<file path="src/rtl/lanepar_pkg.sv">
package lanepar_pkg;
  localparam int PROG_W = 3;

  typedef enum logic [PROG_W-1:0] {
    PM_OFF      = 3'b000,
    PM_GEN_EVEN = 3'b100,
    PM_GEN_ODD  = 3'b101,
    PM_CHK_EVEN = 3'b110,
    PM_CHK_ODD  = 3'b111
  } pmode_e;
endpackage

</file>
<file path="src/rtl/lpu_prog_reg.sv">
module lpu_prog_reg
  import lanepar_pkg::*;
(
  input  logic              clk,
  input  logic              rst,
  input  logic              wr_en,
  input  logic [PROG_W-1:0] code_in,
  output logic [PROG_W-1:0] mode,
  output logic              loaded
);
  logic [PROG_W-1:0] mode_q;
  logic              loaded_q;

  always_ff @(posedge clk) begin
    if (rst) begin
      mode_q   <= PM_OFF;
      loaded_q <= 1'b0;
    end else if (wr_en && !loaded_q) begin
      mode_q   <= code_in;
      loaded_q <= 1'b1;
    end
  end

  assign mode   = mode_q;
  assign loaded = loaded_q;
endmodule

</file>
<file path="src/rtl/lpu_lane_gen.sv">
module lpu_lane_gen
  import lanepar_pkg::*;
#(
  parameter int LANE_W = 9
) (
  input  logic [PROG_W-1:0] mode,
  input  logic [LANE_W-1:0] din,
  output logic [LANE_W-1:0] dout
);
  localparam int PB = LANE_W - 1;

  always_comb begin
    dout = din;
    if (mode == PM_GEN_EVEN)     dout[PB] = ^din[PB-1:0];
    else if (mode == PM_GEN_ODD) dout[PB] = ~(^din[PB-1:0]);
  end
endmodule

</file>
<file path="src/rtl/lpu_lane_chk.sv">
module lpu_lane_chk
  import lanepar_pkg::*;
#(
  parameter int LANE_W = 9
) (
  input  logic [PROG_W-1:0] mode,
  input  logic [LANE_W-1:0] din,
  output logic [LANE_W-1:0] dout
);
  localparam int PB = LANE_W - 1;

  // A low top bit flags a lane error; a high top bit means the lane is good.
  always_comb begin
    dout = din;
    if (mode == PM_CHK_EVEN)     dout[PB] = ~(^din);
    else if (mode == PM_CHK_ODD) dout[PB] = ^din;
  end
endmodule

</file>
<file path="src/rtl/lane_parity_unit.sv">
module lane_parity_unit
  import lanepar_pkg::*;
#(
  parameter int LANES  = 4,
  parameter int LANE_W = 9
) (
  input  logic                      clk,
  input  logic                      rst,
  input  logic                      wr_en,
  input  logic [LANES*LANE_W-1:0]   wr_data,
  output logic                      st_valid,
  output logic [LANES*LANE_W-1:0]   st_data,
  input  logic                      rd_en,
  input  logic [LANES*LANE_W-1:0]   rd_raw,
  output logic [LANES*LANE_W-1:0]   rd_data
);
  localparam int DATA_W = LANES * LANE_W;

  logic [PROG_W-1:0] prog_mode;
  logic              prog_loaded;
  logic [DATA_W-1:0] wr_proc;
  logic [DATA_W-1:0] rd_proc;
  logic [DATA_W-1:0] st_data_q;
  logic [DATA_W-1:0] rd_data_q;
  logic              st_valid_q;

  lpu_prog_reg prog_i (
    .clk     (clk),
    .rst     (rst),
    .wr_en   (wr_en),
    .code_in (wr_data[PROG_W-1:0]),
    .mode    (prog_mode),
    .loaded  (prog_loaded)
  );

  for (genvar k = 0; k < LANES; k++) begin : g_lane
    lpu_lane_gen #(.LANE_W(LANE_W)) gen_i (
      .mode (prog_mode),
      .din  (wr_data[k*LANE_W +: LANE_W]),
      .dout (wr_proc[k*LANE_W +: LANE_W])
    );
    lpu_lane_chk #(.LANE_W(LANE_W)) chk_i (
      .mode (prog_mode),
      .din  (rd_raw[k*LANE_W +: LANE_W]),
      .dout (rd_proc[k*LANE_W +: LANE_W])
    );
  end

  always_ff @(posedge clk) begin
    if (rst) begin
      st_valid_q <= 1'b0;
      st_data_q  <= '0;
      rd_data_q  <= '0;
    end else begin
      st_valid_q <= wr_en;
      if (wr_en) st_data_q <= wr_proc;
      if (rd_en) rd_data_q <= rd_proc;
    end
  end

  assign st_valid = st_valid_q;
  assign st_data  = st_data_q;
  assign rd_data  = rd_data_q;
endmodule

</file>
<file path="config.mk">
export PLATFORM = sky130hd
export DESIGN_NAME = lane_parity_unit
export DESIGN_NICKNAME = d
export VERILOG_FILES = /design/src/rtl/lanepar_pkg.sv /design/src/rtl/lpu_prog_reg.sv /design/src/rtl/lpu_lane_gen.sv /design/src/rtl/lpu_lane_chk.sv /design/src/rtl/lane_parity_unit.sv
export SDC_FILE = /design/constraint.sdc
export NUM_CORES = 1
export LEC_CHECK = 0
export BUFFER_PORTS_ARGS = -buffer_cell sky130_fd_sc_hd__buf_2
export CELL_PAD_IN_SITES_DETAIL_PLACEMENT = 0
export CELL_PAD_IN_SITES_GLOBAL_PLACEMENT = 1
export CORE_MARGIN = 2
export CORE_UTILIZATION = 38
export DETAILED_ROUTE_END_ITERATION = 8
export PLACE_DENSITY_LB_ADDON = 0.1
export RECOVER_POWER = 50
export SLEW_MARGIN = 20
export SYNTH_ARGS = -nofsm -noshare
export SYNTH_HDL_FRONTEND = slang
export SYNTH_SLANG_ARGS = --single-unit
</file>
<file path="constraint.sdc">
create_clock -name clk -period 4.73 [get_ports clk]
set_clock_uncertainty 0.2 [all_clocks]
set_input_delay 0.2365 -clock clk [delete_from_list [all_inputs] [get_ports clk]]
set_output_delay 0.2365 -clock clk [all_outputs]
set_load 0.01 [all_outputs]
</file>
## Word level (Yosys, flattened, before mapping)

Cells that the tools add are included.

| storage, ports and cells | value |
|---|---|
| bits in registers | 77 |
| latch bits | 0 |
| RAM bits | 0 |
| ROM bits | 0 |
| input port bits | 76 |
| output and inout bits | 73 |
| logic and storage cells | 43 |
| memories kept | 0 |

| cells by class | value |
|---|---|
| $add $sub $neg | 0 |
| multipliers | 0 |
| div/mod/pow operators | 0 |
| order comparisons | 0 |
| eq/ne operators | 4 |
| shift operators | 0 |
| muxes and demuxes | 16 |
| bitwise gates (word level) | 8 |
| reduce and logical (&&, ||, !) cells | 10 |

Operators by type and width:

| cell | number |
|---|---|
| $reduce_xor 9->1 | 4 |
| $reduce_xor 8->1 | 4 |
| $mux 1 | 16 |
| $eq 3x3->1 const B | 4 |
| $not 1->1 | 8 |
| $logic_and 1x1->1 | 1 |
| $logic_not 1->1 | 1 |

## Depth between registers and ports, before layout

| depth | value |
|---|---|
| depth in word-level cells | 4 |
| mapped depth | 5 |
| gate-level depth less buffers | 4 |

## Cells and area by module

From an unflattened synthesis, not the netlist that was laid out.

| second synthesis, totals | value |
|---|---|
| cells, all modules | 394 |
| area, all modules | 4058.9 sq um |

By module, submodules not included:

| module | times used | cells each | area each (sq um) | sequential area each (sq um) |
|---|---|---|---|---|
| lane_parity_unit | 1 | 234 | 2621.3 | 1461.4 |
| lpu_lane_chk | 4 | 18 | 166.4 | 0.0 |
| lpu_lane_gen | 4 | 18 | 150.1 | 0.0 |
| lpu_prog_reg | 1 | 16 | 171.4 | 80.1 |

## Least setup slack after synthesis

OpenSTA, ideal clock, no wires.

| path | value |
|---|---|
| kind | reg2reg |
| start point | reg prog_i.mode_q[0], in the netlist prog_i.mode[0] |
| end point | reg st_data_q[17], in the netlist st_data[17] |
| setup time | 86 ps |
| arrival | 1308 ps |
| data required time | 4444 ps |
| path slack | 3137 ps |
| cell stages (with the launch flop) | 6 |
| buffers on the path | 1 |
| clock period less this slack | 1593 ps |
| cells stage by stage | dfxtp_1 buf_6 xnor2_1 xnor3_1 xnor2_1 a211oi_1 |

| on the way | value |
|---|---|
| word-level cells in the longest chain between the ends | 3 |
| elaborated cells between the ends (all ways) | 4 |
| classes of those cells | eq/ne: 2; mux: 2 |

Ends and longest elaborated chain:

| element | line | source |
|---|---|---|
| from (decl) | lpu_prog_reg.sv:11 | `logic [PROG_W-1:0] mode_q;` |
| from (signal assigned) | lpu_prog_reg.sv:19 | `mode_q <= code_in;` |
| $eq 3x3->1 | lpu_lane_gen.sv:15 | `else if (mode == PM_GEN_ODD) dout[PB] = ~(^din[PB-1:0]);` |
| $mux 1 | lpu_lane_gen.sv:15 |  |
| $mux 1 * | lpu_lane_gen.sv:14 | `if (mode == PM_GEN_EVEN) dout[PB] = ^din[PB-1:0];` |
| to (signal assigned) | lane_parity_unit.sv:56 | `if (wr_en) st_data_q <= wr_proc;` |
| to (decl) | lane_parity_unit.sv:23 | `logic [DATA_W-1:0] st_data_q;` |

Every way passes the cells marked *; elsewhere a longest branch is shown, timed or not.
A chain may end at the register's enable or synchronous reset.

==> impl_results.html <==
<table>
<tr><th>Metric</th><th>Value</th></tr>
<tr><th colspan="2">Run status</th></tr>
<tr><td>Run status</td><td>complete, but fails checks</td></tr>
<tr><td>Violated checks</td><td>capacitance limit, slew limit</td></tr>
<tr><th colspan="2">Clock network</th></tr>
<tr><td>Source-to-sink clock delay at the later pin of the worst-skew pair</td><td>around 340 ps</td></tr>
<tr><td>Post-cts repair resize count</td><td>0</td></tr>
<tr><td># hold bufs at CTS</td><td>62</td></tr>
<tr><td>Clk sinks</td><td>a little under 80</td></tr>
<tr><td>Clock slew seen by the registers of the worst setup and hold paths</td><td>approximately 80 ps</td></tr>
<tr><td>Number of CTS-inserted buffers</td><td>9</td></tr>
<tr><td>Clock tree from TritonCTS</td><td>done</td></tr>
<tr><td>Cell at the root of the clock tree</td><td>clkbuf_8</td></tr>
<tr><td>Level count of the clock H-tree</td><td>3</td></tr>
<tr><td>Post CTS Setup Buffer Count</td><td>0</td></tr>
<tr><td>Clock buffer depth</td><td>2</td></tr>
<tr><th colspan="2">Routing</th></tr>
<tr><td>Total iterations of the first detailed-routing run</td><td>4</td></tr>
<tr><td>Vias per Instance</td><td>~4.6</td></tr>
<tr><td>Post-detailed-routing wire length</td><td>a little under 9000 um</td></tr>
<tr><td>Post-DRT Antenna Nets</td><td>0</td></tr>
<tr><td>Number of DRC markers in iteration 0</td><td>66</td></tr>
<tr><td>Routed wire per std cell</td><td>~13 um</td></tr>
<tr><td>Routed vias</td><td>3,043</td></tr>
<tr><td>DRC violations left</td><td>0</td></tr>
<tr><th colspan="2">Finish</th></tr>
<tr><td>Growth of design area from synthesis to finish</td><td>43.7%</td></tr>
<tr><td>Fraction of final layout cells sized beyond drive strength 1</td><td>0.203</td></tr>
<tr><td>Diode insertion count for antenna repair</td><td>0</td></tr>
<tr><td>Total area of multi-input combinational cells</td><td>around 2000 sq um</td></tr>
<tr><td>Count of fill cells added during filler insertion</td><td>approximately 910</td></tr>
<tr><td>Number of nets in the finished design</td><td>about 620</td></tr>
<tr><td>Total area of sequential cells</td><td>around 1500 sq um</td></tr>
<tr><td>Final instance count without filler cells</td><td>663</td></tr>
<tr><td>Final Cell Area</td><td>5170 sq um</td></tr>
<tr><th colspan="2">Global route</th></tr>
<tr><td>Number of antenna violations at the first check in global routing</td><td>0</td></tr>
<tr><td>Via count of the first global-routing pass</td><td>slightly below 3,000</td></tr>
<tr><td>Pin count of the biggest net entering global routing</td><td>49</td></tr>
<tr><td>Met3 layer usage reported by global route</td><td>0.0449</td></tr>
<tr><td>Met2 usage in global routing</td><td>0.282</td></tr>
<tr><td>First-pass GRT wire length</td><td>~14,000 um</td></tr>
<tr><td>Overall global routing resource usage</td><td>0.172</td></tr>
<tr><td>Layer with the highest usage after global routing</td><td>met2</td></tr>
<tr><td>Met1 layer usage reported by global route</td><td>0.219</td></tr>
<tr><td>Overall overflow remaining after global route</td><td>0</td></tr>
<tr><th colspan="2">Logic synthesis</th></tr>
<tr><td>Most used standard cells in the synthesized netlist</td><td>dfxtp_1, nor2_1, mux2i_1, xnor2_1</td></tr>
<tr><td>Number of instances in the synthesized netlist</td><td>between 300 and 400</td></tr>
<tr><td>Syn Std Cell Area</td><td>around 3600 sq um</td></tr>
<tr><td>Proportion of synthesized chip area in sequential cells</td><td>0.429</td></tr>
<tr><td>Count of flip-flops with a built-in enable after synthesis</td><td>0</td></tr>
<tr><td>Nets in the synthesized netlist</td><td>between 400 and 500</td></tr>
<tr><td>Number of distinct library cells after synthesis</td><td>23</td></tr>
<tr><td>Synth async-reset ratio</td><td>0</td></tr>
<tr><td>Seq cells post-synth</td><td>just under 80</td></tr>
<tr><td>Cell type with the highest aggregate area in the netlist</td><td>dfxtp_1</td></tr>
<tr><td>Total of warnings raised by yosys</td><td>0</td></tr>
<tr><td>Share of the synthesized area in the top cell type</td><td>0.429</td></tr>
<tr><td>Most common flop cell mapped by yosys</td><td>dfxtp_1</td></tr>
<tr><td>Cell with the most instances after synthesis</td><td>dfxtp_1</td></tr>
<tr><td>Post-Synthesis Mean Instance Area</td><td>around 10 sq um</td></tr>
<tr><td>Leading post-synthesis cells by cell area</td><td>dfxtp_1, mux2i_1, nor2_1</td></tr>
<tr><th colspan="2">Pwr</th></tr>
<tr><td>P per Cell Area</td><td>a little over 300 nW/um^2</td></tr>
<tr><td>Total leakage power</td><td>between 2 and 2.5 nW</td></tr>
<tr><td>Worst supply voltage drop on vdd</td><td>about 0.17 mV</td></tr>
<tr><th colspan="2">Worst setup path</th></tr>
<tr><td>Maximum fanout encountered on the critical timing path</td><td>48</td></tr>
<tr><td>Startpoint kind of the worst setup timing path</td><td>input pin</td></tr>
<tr><td>Endpoint type of the worst setup path</td><td>register</td></tr>
<tr><td>Required @ worst endpoint</td><td>about 4800 ps</td></tr>
<tr><td>Data arrival time of the critical path</td><td>~3000 ps</td></tr>
<tr><td>Crit Path Class</td><td>in2reg</td></tr>
<tr><th colspan="2">Floorplan</th></tr>
<tr><td>Count of boundary I/O pins</td><td>149</td></tr>
<tr><td>Std-Cell Core Area</td><td>~9200 sq um</td></tr>
<tr><td>Effective utilization at floorplan</td><td>0.391</td></tr>
<tr><td>Width of the die</td><td>~100 um</td></tr>
<tr><td>Vert. Die Dim</td><td>101 um</td></tr>
<tr><td>Rows</td><td>35</td></tr>
<tr><td>Overall die area</td><td>around 10,000 sq um</td></tr>
<tr><th colspan="2">Flow run</th></tr>
<tr><td>Count of max-cap constraint violations</td><td>1</td></tr>
<tr><th colspan="2">Timing</th></tr>
<tr><td>Ratio of final minimum period to clock period</td><td>0.623</td></tr>
<tr><td>Setup-failing EPs final</td><td>0</td></tr>
<tr><td>Setup repair after global routing missed its margin</td><td>no</td></tr>
<tr><td>Hold violation total from the final report</td><td>0</td></tr>
<tr><td>Relative slew margins</td><td>-0.860</td></tr>
<tr><td>Final critical path time including I/O delays and setup</td><td>~2900 ps</td></tr>
<tr><td>Slew at the pin with the worst max-slew slack</td><td>between 2000 and 3000 ps</td></tr>
<tr><td>Upper clock frequency limit</td><td>339 MHz</td></tr>
<tr><td>Sum of negative setup slack</td><td>0 ps</td></tr>
<tr><td>Slew Limit Fails</td><td>~50</td></tr>
<tr><th colspan="2">Place</th></tr>
<tr><td>Routability cong.</td><td>between 0.7 and 0.8</td></tr>
<tr><td>HPWL after detailed placement</td><td>a little over 6000 um</td></tr>
<tr><td>Total placed cells including tap cells</td><td>about 590</td></tr>
<tr><td>Number of buffers added on ports</td><td>roughly 150</td></tr>
<tr><td>Instance area after placement</td><td>between 4000 and 5000 sq um</td></tr>
<tr><th colspan="2">Hold path</th></tr>
<tr><td>Class of the tightest hold or removal check</td><td>in2reg</td></tr>
</table>
critical path: stages:
cell and delay [ps]:
buf_2 70, clkbuf_1 1970, nor2b_1 370, nand2_1 80, a21boi_0 170, nor3_1 70
state kept, by name (all words and copies together) (netlist names):
register       count
rd_data           36
st_data           36
prog_i.mode        3
prog_i.loaded      1
st_valid           1
power breakdown:
group	internal, mW	switching, mW
clock	0.296	0.245
sequential	0.689	0.0224
combinational	0.202	0.156
total	1.19	0.424
logic make-up after synthesis:
group	after synthesis	share of synthesized area
compound gates	20	0.0390
xor+xnor	52	0.192
buf+inv	20	0.0257
flops	77	0.429
mux	67	0.186
simple gates	107	0.128
placed cells by master, fill, tap and decap left out:
cell	n
a211o_1	4
a211oi_1	4
a21boi_0	4
a21oi_1	4
and2_1	2
buf_2	92
buf_4	2
bufinv_16	2
clkbuf_1	58
clkbuf_8	9
clkinv_2	1
clkinvlp_4	3
dfxtp_1	77
dlygate4sd3_1	62
mux2i_1	67
nand2_1	9
nand2b_1	5
nand4_1	8
nor2_1	73
nor2b_1	6
nor3_1	4
o22ai_1	4
xnor2_1	24
xnor3_1	12
xor2_1	12
xor3_1	1
xor3_4	3
layer usage:
metal,routed length [um],vias to the layer above
li1,-,1564
met1,4090,1384
met2,4130,84
met3,505,11
met4,129,0
met5,0,-
path summary, 6_finish.rpt:
path | start | end | slack (ps) | cells after the start
hold / removal | rd_raw[33] | rd_data[33] | 20 | 3
hold reg to reg | prog_i.loaded | prog_i.loaded | 270 | 2
setup reg to reg | prog_i.mode[0] | rd_data[17] | 2740 | 4
setup / recovery | rd_en | rd_data[17] | 1780 | 6
metrics by stage:
stage	setup slack, ps	hold slack, ps	utilization	power, mW
4_1_cts	2730	2.96	0.570	1.64
5_1_grt	1460	34.0	0.562	1.70
3_5_place_dp	2750	255	0.479	1.05
2_1_floorplan	3140	180	-	0.938
6_report	1780	22.5	0.562	1.61
3_3_place_gp	2830	244	0.479	1.05
cell type report:
type / count / area share
multi-input cells: 246 / 0.380
well taps: 111 / 0.0269
clock inverters: 6 / 0.0169
clock buffers: 10 / 0.0247
flip-flops and latches: 77 / 0.298
repair buffers: 213 / 0.254
(Power assumes the default switching activity.)
